--- src/rtl/idle_to_pkg.sv ---
package idle_to_pkg;

   typedef enum logic [1:0] {
      CT_IDLE = 2'd0,
      CT_ARM  = 2'd1,
      CT_RUN  = 2'd2
   } ct_state_e;

   localparam logic [3:0] CODE_TO_ON   = 4'hA;
   localparam logic [3:0] CODE_TO_OFF  = 4'hC;
   localparam logic [3:0] CODE_CT_GO   = 4'h8;
   localparam logic [3:0] CODE_CT_HALT = 4'h9;

endpackage

--- src/rtl/idle_to_cmd_dec.sv ---
module idle_to_cmd_dec #(
   parameter int CMD_W = 4
) (
   input  logic             wr,
   input  logic [CMD_W-1:0] code,
   output logic             to_on,
   output logic             to_off,
   output logic             ct_go,
   output logic             ct_halt
);
   import idle_to_pkg::*;

   localparam logic [CMD_W-1:0] K_ON   = CMD_W'(CODE_TO_ON);
   localparam logic [CMD_W-1:0] K_OFF  = CMD_W'(CODE_TO_OFF);
   localparam logic [CMD_W-1:0] K_GO   = CMD_W'(CODE_CT_GO);
   localparam logic [CMD_W-1:0] K_HALT = CMD_W'(CODE_CT_HALT);

   always_comb begin
      to_on   = wr && (code == K_ON);
      to_off  = wr && (code == K_OFF);
      ct_go   = wr && (code == K_GO);
      ct_halt = wr && (code == K_HALT);
   end

endmodule

--- src/rtl/idle_to_mode_reg.sv ---
module idle_to_mode_reg #(
   parameter int NUM_CH = 2
) (
   input  logic              clk,
   input  logic              rst_n,
   input  logic [NUM_CH-1:0] on_req,
   input  logic [NUM_CH-1:0] off_req,
   input  logic [NUM_CH-1:0] char_stb,
   output logic [NUM_CH-1:0] to_en,
   output logic              mode_on,
   output logic              char_hit,
   output logic              mode_drop
);
   logic [NUM_CH-1:0] en_q;
   logic [NUM_CH-1:0] en_d;

   for (genvar c = 0; c < NUM_CH; c++) begin : g_ch
      always_comb begin
         if (on_req[c])
            en_d[c] = 1'b1;
         else if (off_req[c])
            en_d[c] = 1'b0;
         else
            en_d[c] = en_q[c];
      end
   end

   always_ff @(posedge clk) begin
      if (!rst_n)
         en_q <= '0;
      else
         en_q <= en_d;
   end

   always_comb begin
      to_en     = en_q;
      mode_on   = |en_q;
      char_hit  = |(char_stb & en_q);
      mode_drop = (|en_q) && !(|en_d);
   end

endmodule

--- src/rtl/idle_to_counter.sv ---
module idle_to_counter #(
   parameter int CNT_W = 16
) (
   input  logic             clk,
   input  logic             rst_n,
   input  logic             tick,
   input  logic             mode_on,
   input  logic             arm_req,
   input  logic             mode_drop,
   input  logic             char_hit,
   input  logic             go_req,
   input  logic             halt_req,
   input  logic [CNT_W-1:0] load_val,
   output logic             ready
);
   import idle_to_pkg::*;

   localparam logic [CNT_W-1:0] ONE = CNT_W'(1);

   ct_state_e        state_q, state_d;
   logic [CNT_W-1:0] cnt_q, cnt_d;
   logic             rdy_q, rdy_d;
   logic             last_step;

   assign last_step = (cnt_q <= ONE);

   always_comb begin
      state_d = state_q;
      cnt_d   = cnt_q;
      rdy_d   = rdy_q;
      if (arm_req) begin
         rdy_d   = 1'b0;
         state_d = CT_IDLE;
      end else if (mode_drop) begin
         state_d = CT_IDLE;
      end else if (mode_on) begin
         if (char_hit) begin
            rdy_d   = 1'b0;
            state_d = CT_ARM;
         end else if (tick) begin
            case (state_q)
               CT_ARM: begin
                  cnt_d   = load_val;
                  state_d = CT_RUN;
               end
               CT_RUN: begin
                  if (last_step) begin
                     cnt_d   = '0;
                     rdy_d   = 1'b1;
                     state_d = CT_IDLE;
                  end else begin
                     cnt_d = cnt_q - ONE;
                  end
               end
               default: ;
            endcase
         end
      end else begin
         if (halt_req) begin
            rdy_d   = 1'b0;
            state_d = CT_IDLE;
         end else if (go_req) begin
            cnt_d   = load_val;
            state_d = CT_RUN;
         end else if (tick && state_q == CT_RUN) begin
            if (last_step) begin
               rdy_d = 1'b1;
               cnt_d = load_val;
            end else begin
               cnt_d = cnt_q - ONE;
            end
         end
      end
   end

   always_ff @(posedge clk) begin
      if (!rst_n) begin
         state_q <= CT_IDLE;
         cnt_q   <= '0;
         rdy_q   <= 1'b0;
      end else begin
         state_q <= state_d;
         cnt_q   <= cnt_d;
         rdy_q   <= rdy_d;
      end
   end

   assign ready = rdy_q;

endmodule

--- src/rtl/idle_to_irq.sv ---
module idle_to_irq #(
   parameter bit REG_OUT = 1'b0
) (
   input  logic clk,
   input  logic rst_n,
   input  logic ready,
   input  logic mask,
   output logic irq
);
   if (REG_OUT) begin : g_reg
      logic irq_q;
      always_ff @(posedge clk) begin
         if (!rst_n)
            irq_q <= 1'b0;
         else
            irq_q <= ready && mask;
      end
      assign irq = irq_q && ready && mask;
   end else begin : g_comb
      logic unused_clk;
      assign unused_clk = clk ^ rst_n;
      assign irq = ready && mask;
   end

endmodule

--- src/rtl/idle_timeout_ctr.sv ---
module idle_timeout_ctr #(
   parameter int NUM_CH  = 2,
   parameter int CMD_W   = 4,
   parameter int BYTE_W  = 8,
   parameter bit IRQ_REG = 1'b0
) (
   input  logic                    clk,
   input  logic                    rst_n,
   input  logic                    ct_tick,
   input  logic [NUM_CH-1:0]       cmd_wr,
   input  logic [NUM_CH*CMD_W-1:0] cmd_code,
   input  logic [NUM_CH-1:0]       char_stb,
   input  logic [BYTE_W-1:0]       preload_hi,
   input  logic [BYTE_W-1:0]       preload_lo,
   input  logic                    irq_mask,
   output logic                    ready_flag,
   output logic                    irq
);
   localparam int CNT_W = 2 * BYTE_W;

   if (NUM_CH < 1) begin : g_bad_ch
      $error("idle_timeout_ctr: NUM_CH must be at least 1");
   end
   if (CMD_W < 4) begin : g_bad_cmd
      $error("idle_timeout_ctr: CMD_W must hold a 4-bit code");
   end
   if (BYTE_W < 1) begin : g_bad_byte
      $error("idle_timeout_ctr: BYTE_W must be positive");
   end

   logic [NUM_CH-1:0] on_req, off_req, go_req, halt_req;
   logic [NUM_CH-1:0] to_en;
   logic              mode_on, char_hit, mode_drop;
   logic              on_any, off_any, go_any, halt_any;
   logic [CNT_W-1:0]  load_val;

   for (genvar c = 0; c < NUM_CH; c++) begin : g_dec
      idle_to_cmd_dec #(.CMD_W(CMD_W)) u_dec (
         .wr      (cmd_wr[c]),
         .code    (cmd_code[c*CMD_W +: CMD_W]),
         .to_on   (on_req[c]),
         .to_off  (off_req[c]),
         .ct_go   (go_req[c]),
         .ct_halt (halt_req[c])
      );
   end

   assign on_any   = |on_req;
   assign off_any  = |off_req;
   assign go_any   = |go_req;
   assign halt_any = |halt_req;
   assign load_val = {preload_hi, preload_lo};

   idle_to_mode_reg #(.NUM_CH(NUM_CH)) u_mode (
      .clk       (clk),
      .rst_n     (rst_n),
      .on_req    (on_req),
      .off_req   (off_req),
      .char_stb  (char_stb),
      .to_en     (to_en),
      .mode_on   (mode_on),
      .char_hit  (char_hit),
      .mode_drop (mode_drop)
   );

   idle_to_counter #(.CNT_W(CNT_W)) u_cnt (
      .clk       (clk),
      .rst_n     (rst_n),
      .tick      (ct_tick),
      .mode_on   (mode_on),
      .arm_req   (on_any),
      .mode_drop (mode_drop),
      .char_hit  (char_hit),
      .go_req    (go_any),
      .halt_req  (halt_any),
      .load_val  (load_val),
      .ready     (ready_flag)
   );

   idle_to_irq #(.REG_OUT(IRQ_REG)) u_irq (
      .clk   (clk),
      .rst_n (rst_n),
      .ready (ready_flag),
      .mask  (irq_mask),
      .irq   (irq)
   );

endmodule

--- config.mk ---
export PLATFORM = sky130hd
export DESIGN_NAME = idle_timeout_ctr
export DESIGN_NICKNAME = d
export VERILOG_FILES = /design/src/rtl/idle_to_pkg.sv /design/src/rtl/idle_to_cmd_dec.sv /design/src/rtl/idle_to_mode_reg.sv /design/src/rtl/idle_to_counter.sv /design/src/rtl/idle_to_irq.sv /design/src/rtl/idle_timeout_ctr.sv
export SDC_FILE = /design/constraint.sdc
export NUM_CORES = 1
export LEC_CHECK = 0
export CORE_MARGIN = 2
export CORE_UTILIZATION = 52
export DETAILED_ROUTE_END_ITERATION = 12
export DONT_BUFFER_PORTS = 1
export PLACE_DENSITY = 0.63
export SYNTH_ARGS = -nofsm -noshare
export SYNTH_HDL_FRONTEND = slang
export SYNTH_SLANG_ARGS = --single-unit
--- constraint.sdc ---
create_clock -name clk -period 4.65 [get_ports clk]
set_input_delay 0.465 -clock clk [delete_from_list [all_inputs] [get_ports clk]]
set_output_delay 0.465 -clock clk [all_outputs]
set_load 0.01 [all_outputs]
---- Word-level counts from Yosys, hierarchy flattened ----
Index checks and enable logic that the tools add are counted.
storage, ports and cells
  flip-flop bits (word level) ............. 21
  input port bits ......................... 32
  output and inout bits ................... 2
  word-level logic and storage cells ...... 83
operators by class
  $add $sub $neg .......................... 1
  magnitude comparators ................... 1
  eq/ne operators ......................... 19
  multiplexer cells ....................... 28
  bitwise logic cells ..................... 4
  reduce and logical (&&, ||, !) cells .... 26
operator list
  cell                   count
  $mux 16                8
  $eq 4x4->1 const B     8
  $pmux 16 s2            1
  $le 16x1->1 const B    1
  $sub 16x1->16 const B  1
  $mux 1                 12
  $mux 2                 6
  $reduce_or 2->1        6
  $logic_and 1x1->1      11
  $reduce_bool 3->1      3
  $reduce_and 7->1       1
  $ne 2x2->1 const B     3
  $ne 3x1->1 const B     2
  $ne 3x2->1 const B     2
  $reduce_and 5->1       1
  $ne 4x1->1 const B     1
  $ne 4x3->1 const B     1
  $pmux 2 s2             1
  $reduce_and 4->1       1
  $reduce_or 4->1        1
  $not 1->1              3
  $reduce_or 3->1        1
  $and 2x2->2            1
  $eq 2x1->1 const B     1
  other kinds (2)        2

---- Depth between registers and ports, before layout ----
  depth after elaboration ................. 9
  gate-level depth with buffers ........... 10
  depth with buffers taken out ............ 8

---- Modules after synthesis ----
A second synthesis with hierarchy kept.
second synthesis, totals
  cells, all modules ...................... 242
  area total of the unflattened synthesis .. 1,840.5 um^2
by module, submodules not included
  module            instances  cells an instance  area an instance (um^2)  seq. area each (um^2)
  idle_to_counter   1          217                1,622.8                  380.4
  idle_to_mode_reg  1          11                 102.6                    40.0
  idle_to_cmd_dec   2          5                  45.0                     0.0
  idle_timeout_ctr  1          3                  18.8                     0.0
  idle_to_irq       1          1                  6.3                      0.0

---- Least setup slack after synthesis ----
No wires, ideal clock.
  path type ............................... reg-to-reg
  start point ............................. reg u_cnt.cnt_q[4]
  end point ............................... reg u_cnt.cnt_q[10]
  library setup time ...................... 0.117 ns
  arrival time ............................ 2.369 ns
  data required time ...................... 4.533 ns
  setup slack ............................. 2.164 ns
  stages on the path, launching flop included .. 9
  path buffers ............................ 2
  clock period less this slack ............ 2.486 ns
  cells stage by stage .................... dfxtp_1 -> or4_4 -> or3_1 -> buf_2 -> and4bb_2 -> o21ai_2 -> buf_6 -> a32o_1 -> a32o_1
between the ends
  cells in the longest elaborated chain, start to end .. 6
  elaborated cells between the ends (all ways) .. 11
  those cells by class .................... add/sub: 1; order compare: 1; mux: 9
RTL lines
  what                                                 RTL line                                                             source
  start, declared                                      idle_to_counter.sv:21                                                logic [CNT_W-1:0] cnt_q, cnt_d;
  start signal, assigned                               idle_to_counter.sv:83                                                cnt_q <= cnt_d;
  $sub 16x1->16 / $le 16x1->1 (equally long branches)  idle_to_counter.sv:52, idle_to_counter.sv:70, idle_to_counter.sv:25
  $mux 16, on equally long branches                    idle_to_counter.sv:47, idle_to_counter.sv:66
  $pmux 16 s2 / $mux 16 (equally long branches)        idle_to_counter.sv:41, idle_to_counter.sv:65
  $mux 16, on equally long branches                    idle_to_counter.sv:40, idle_to_counter.sv:62
  $mux 16, on equally long branches                    idle_to_counter.sv:37, idle_to_counter.sv:59
  $mux 16 (*)                                          idle_to_counter.sv:36                                                end else if (mode_on) begin
Mark *: on every way between the ends. The rest lies on a longest branch, timed or not. The select of a mux whose other input is x is not followed.
A chain may end at the register's enable or synchronous reset.

---- Worst setup path in the final report ----
  start point ............................. reg u_cnt.cnt_q[4]
  end point ............................... reg u_cnt.cnt_q[2]
between the ends
  cells in the longest elaborated chain, start to end .. 6
  elaborated cells between the ends (all ways) .. 10
  those cells by class .................... order compare: 1; mux: 9
RTL lines
  what                                           RTL line                                      source
  $le 16x1->1 (*)                                idle_to_counter.sv:25                         assign last_step = (cnt_q <= ONE);
  $mux 16, on equally long branches              idle_to_counter.sv:47, idle_to_counter.sv:66
  $pmux 16 s2 / $mux 16 (equally long branches)  idle_to_counter.sv:41, idle_to_counter.sv:65
  $mux 16, on equally long branches              idle_to_counter.sv:40, idle_to_counter.sv:62
  $mux 16, on equally long branches              idle_to_counter.sv:37, idle_to_counter.sv:59
  $mux 16 (*)                                    idle_to_counter.sv:36
Marks and branches as above.

==> summary.md <==
| Metric | Value |
|---|---|
| Sw Pwr | `320.9 uW` |
| PostCTS Resize Cnt | `0` |
| Place WS | `1.895 ns` |
| Commonest cells after routing, fill and taps aside | `dfxtp_1 (21), nor2_1 (20), nand2_1 (19)` |
| Seq cells post-synth | `21` |
| Port Buf Inserts | `0` |
| Final WL | `3989 um` |
| Max FO, Critical Path | `20` |
| Fin nets | `228` |
| Logic pwr share | `56.5%` |
| Crit path cell chain | `or4_4 > or3_1 > and4bb_2 > o21ai_2 > a32o_1 > a32o_1` |
| Clk slew on worst S/H paths | `0.13 ns` |
| Worst VDD drop | `0.0003134 V` |
| Delay-heaviest family, CP | `simple AND/OR/NAND/NOR gates` |
| Max-cap violation count | `0` |
| Worst path slowest cell | `or4_4` |
| Worst EP arrival | `3.04 ns` |
| Lkg Pwr | `0.0005601 uW` |
| Max incr delay on CP | `0.59 ns` |
| CTS tree | `yes` |
| Synth-to-Final Area Change | `1.552%` |
| Syn avg cell area | `7.774 sq um` |
| Worst setup margin | `1.812 ns` |
| Syn_nets | `232` |
| Setup TNS Final | `0 ns` |
| Crit path time final | `2.838 ns` |
| Ys async rst share | `0%` |
| Top cell type's share of synthesized area | `27.45%` |
| Wire length per cell | `17.89 um` |
| CORE AREA | `2781 sq um` |
| CTS buffer count | `3` |
| Syn. warnings | `0` |
| Root Driver | `clkbuf_4` |
| WP data required | `4.85 ns` |
| Synth area leader | `dfxtp_1` |
| Final GP Congestion | `0.7920` |
| CP endpoint kind | `register` |
| P per Cell Area | `449.4 nW/um^2` |
| First-pass GRT wire length | `6637 um` |
| CP startpoint kind | `register` |
| Number of iterations in the first detailed-routing pass | `4` |
| Max Fclk | `0.3523 GHz` |
| FP Rows | `19` |
| Commonest non-fill, non-tap cell in the layout | `dfxtp_1` |
| Hold Buf Count CTS | `0` |
| Initial antenna violation count | `0` |
| 1st-iter DRT viols | `82` |
| Die width | `58.27 um` |
| Mapped cell area | `1531 sq um` |
| Final Cell Area | `1555 sq um` |
| Crit path kind | `register to register` |
| Worst relative slew slack | `38.18%` |
| Skew-Pair Late Insertion Delay | `0.31 ns` |
| Cell variety after synth | `48` |
| Bufs on Longest Clock Path | `2` |
| Pint | `378.1 uW` |
| Share of cells above drive strength 1 | `6.771%` |
| Routed Antenna Nets | `0` |
| Largest net degree at the start of global routing | `22` |
| Register Area | `420.4 sq um` |
| Vias | `1529` |
| Bufs and invs on worst path | `0` |
| Die height | `58.27 um` |
| Clock Sinks | `21` |
| Congestion Overflow GR | `0` |
| Switch share | `45.91%` |
| Clock network power share | `12.8%` |
| Worst Hold Class | `input pin to register` |
| Post-CTS setup buffers | `0` |
| Share of power burned in registers | `30.7%` |
| Dpl cell area | `1529 sq um` |
| RSZ-0062 raised after global routing | `false` |
| Main area contributors after synthesis | `dfxtp_1 (27%), nor2_1 (4.9%), nand2_1 (4.7%)` |
| Routed via count divided by cell count | `6.857` |
| Htree depth | `1` |
| Die Area | `3395 sq um` |
| # fillers | `278` |
| Register area share after synthesis | `27.45%` |
| Global Route Usage Sum | `24.85%` |
| DRC Markers | `0` |
| Status | `finished clean` |
| Final Skew | `0.01695 ns` |
| Fin crit share | `61.04%` |
| HPWL Detailed | `2916 um` |
| Vias in the first global route | `1453` |
| Slew Limit Fails | `0` |
| Top Ports | `34` |
| Ant diodes | `0` |
| Post-synth EDFFs | `0` |
| Most used cell, CP | `a32o_1` |
| Multi-input gate area | `1028 sq um` |
| Final Setup Violations | `0` |
| Final Hold Viols | `0` |
| Worst-margin pin slew | `0.9272 ns` |
| Cells after Synth | `197` |
| Initial Util | `55.06%` |
| Top_reg_cell synth | `dfxtp_1` |
Yosys cell counts (all sizes together), types with 5 or more instances:
cell    instances
o32ai           7
o21ai          15
nor2           20
clkbuf          6
nand2          19
dfxtp          21
nor3            7
a22oi           5
a32oi           5
a21oi          11
inv             9
a221oi          5
cell families after synthesis:
kind of cell | count (synthesis) | synth area share (%)
simple gates | 81 | 28.51
compound gates | 70 | 34.48
flops | 21 | 27.45
buf+inv | 19 | 5.392
xor+xnor | 3 | 1.716
fa+ha+maj | 3 | 2.451
path summary, 6_finish.rpt:
| kind | slack, ns | depth (start not counted) | startpoint | to |
|---|---|---|---|---|
| setup / recovery | 1.81 | 6 | u_cnt.cnt_q[4] | u_cnt.cnt_q[2] |
| hold / removal | 0.27 | 2 | rst_n | u_cnt.cnt_q[7] |
| setup reg to reg | 1.81 | 6 | u_cnt.cnt_q[4] | u_cnt.cnt_q[2] |
| hold reg to reg | 0.48 | 2 | u_cnt.cnt_q[15] | u_cnt.cnt_q[15] |
power groups by stage:
stage / sequential [uW] / combinational [uW] / clock, uW
4_1_cts: 213 / 388 / 92.4
3_3_place_gp: 216 / 372 / 0
3_5_place_dp: 218 / 386 / 0
5_1_grt: 217 / 433 / 99.4
2_1_floorplan: 213 / 338 / 0
6_report: 215 / 395 / 89.6
cell type report:
| type | instances | area share [%] |
|---|---|---|
| Tap cell | 31 | 2.494 |
| Multi-Input combinational cell | 157 | 66.13 |
| Sequential cell | 21 | 27.03 |
| Clock buffer | 4 | 1.689 |
| Timing Repair Buffer | 1 | 0.4827 |
| Inverter | 9 | 2.172 |
registers in the layout (all words and copies together) (netlist names):
register / count
u_cnt.cnt_q: 16
u_cnt.ready: 1
u_cnt.state_q: 2
u_mode.to_en: 2
per-layer routing:
metal / vias to the layer above / global-route usage [%] / share of wire (%) / routed length, um
li1: 749 / - / - / -
met1: 743 / 34.66 / 48 / 1902
met2: 33 / 39.49 / 47 / 1859
met3: 4 / 5.134 / 5.0 / 200
met4: 0 / 5.316 / 0.68 / 27
met5: - / 0 / 0 / 0
stage by stage:
step                      instances  hold WS, ns  total power (uW)  utilization (%)
after floorplan                 197       0.4400             551.0                -
after global placement          219       0.4477             588.1            54.97
after detailed placement        219       0.4599             603.6            54.97
after CTS                       223       0.2673             693.5            55.92
after global routing            223       0.2703             749.7            55.92
final                           223       0.2686             698.9            55.92
worst register-to-register path, cell delays in order (launching register included):
cell,delay [ns]
dfxtp_1,0.39
or4_4,0.59
or3_1,0.43
and4bb_2,0.42
o21ai_2,0.29
a32o_1,0.37
a32o_1,0.25
(Power assumes the default switching activity.)
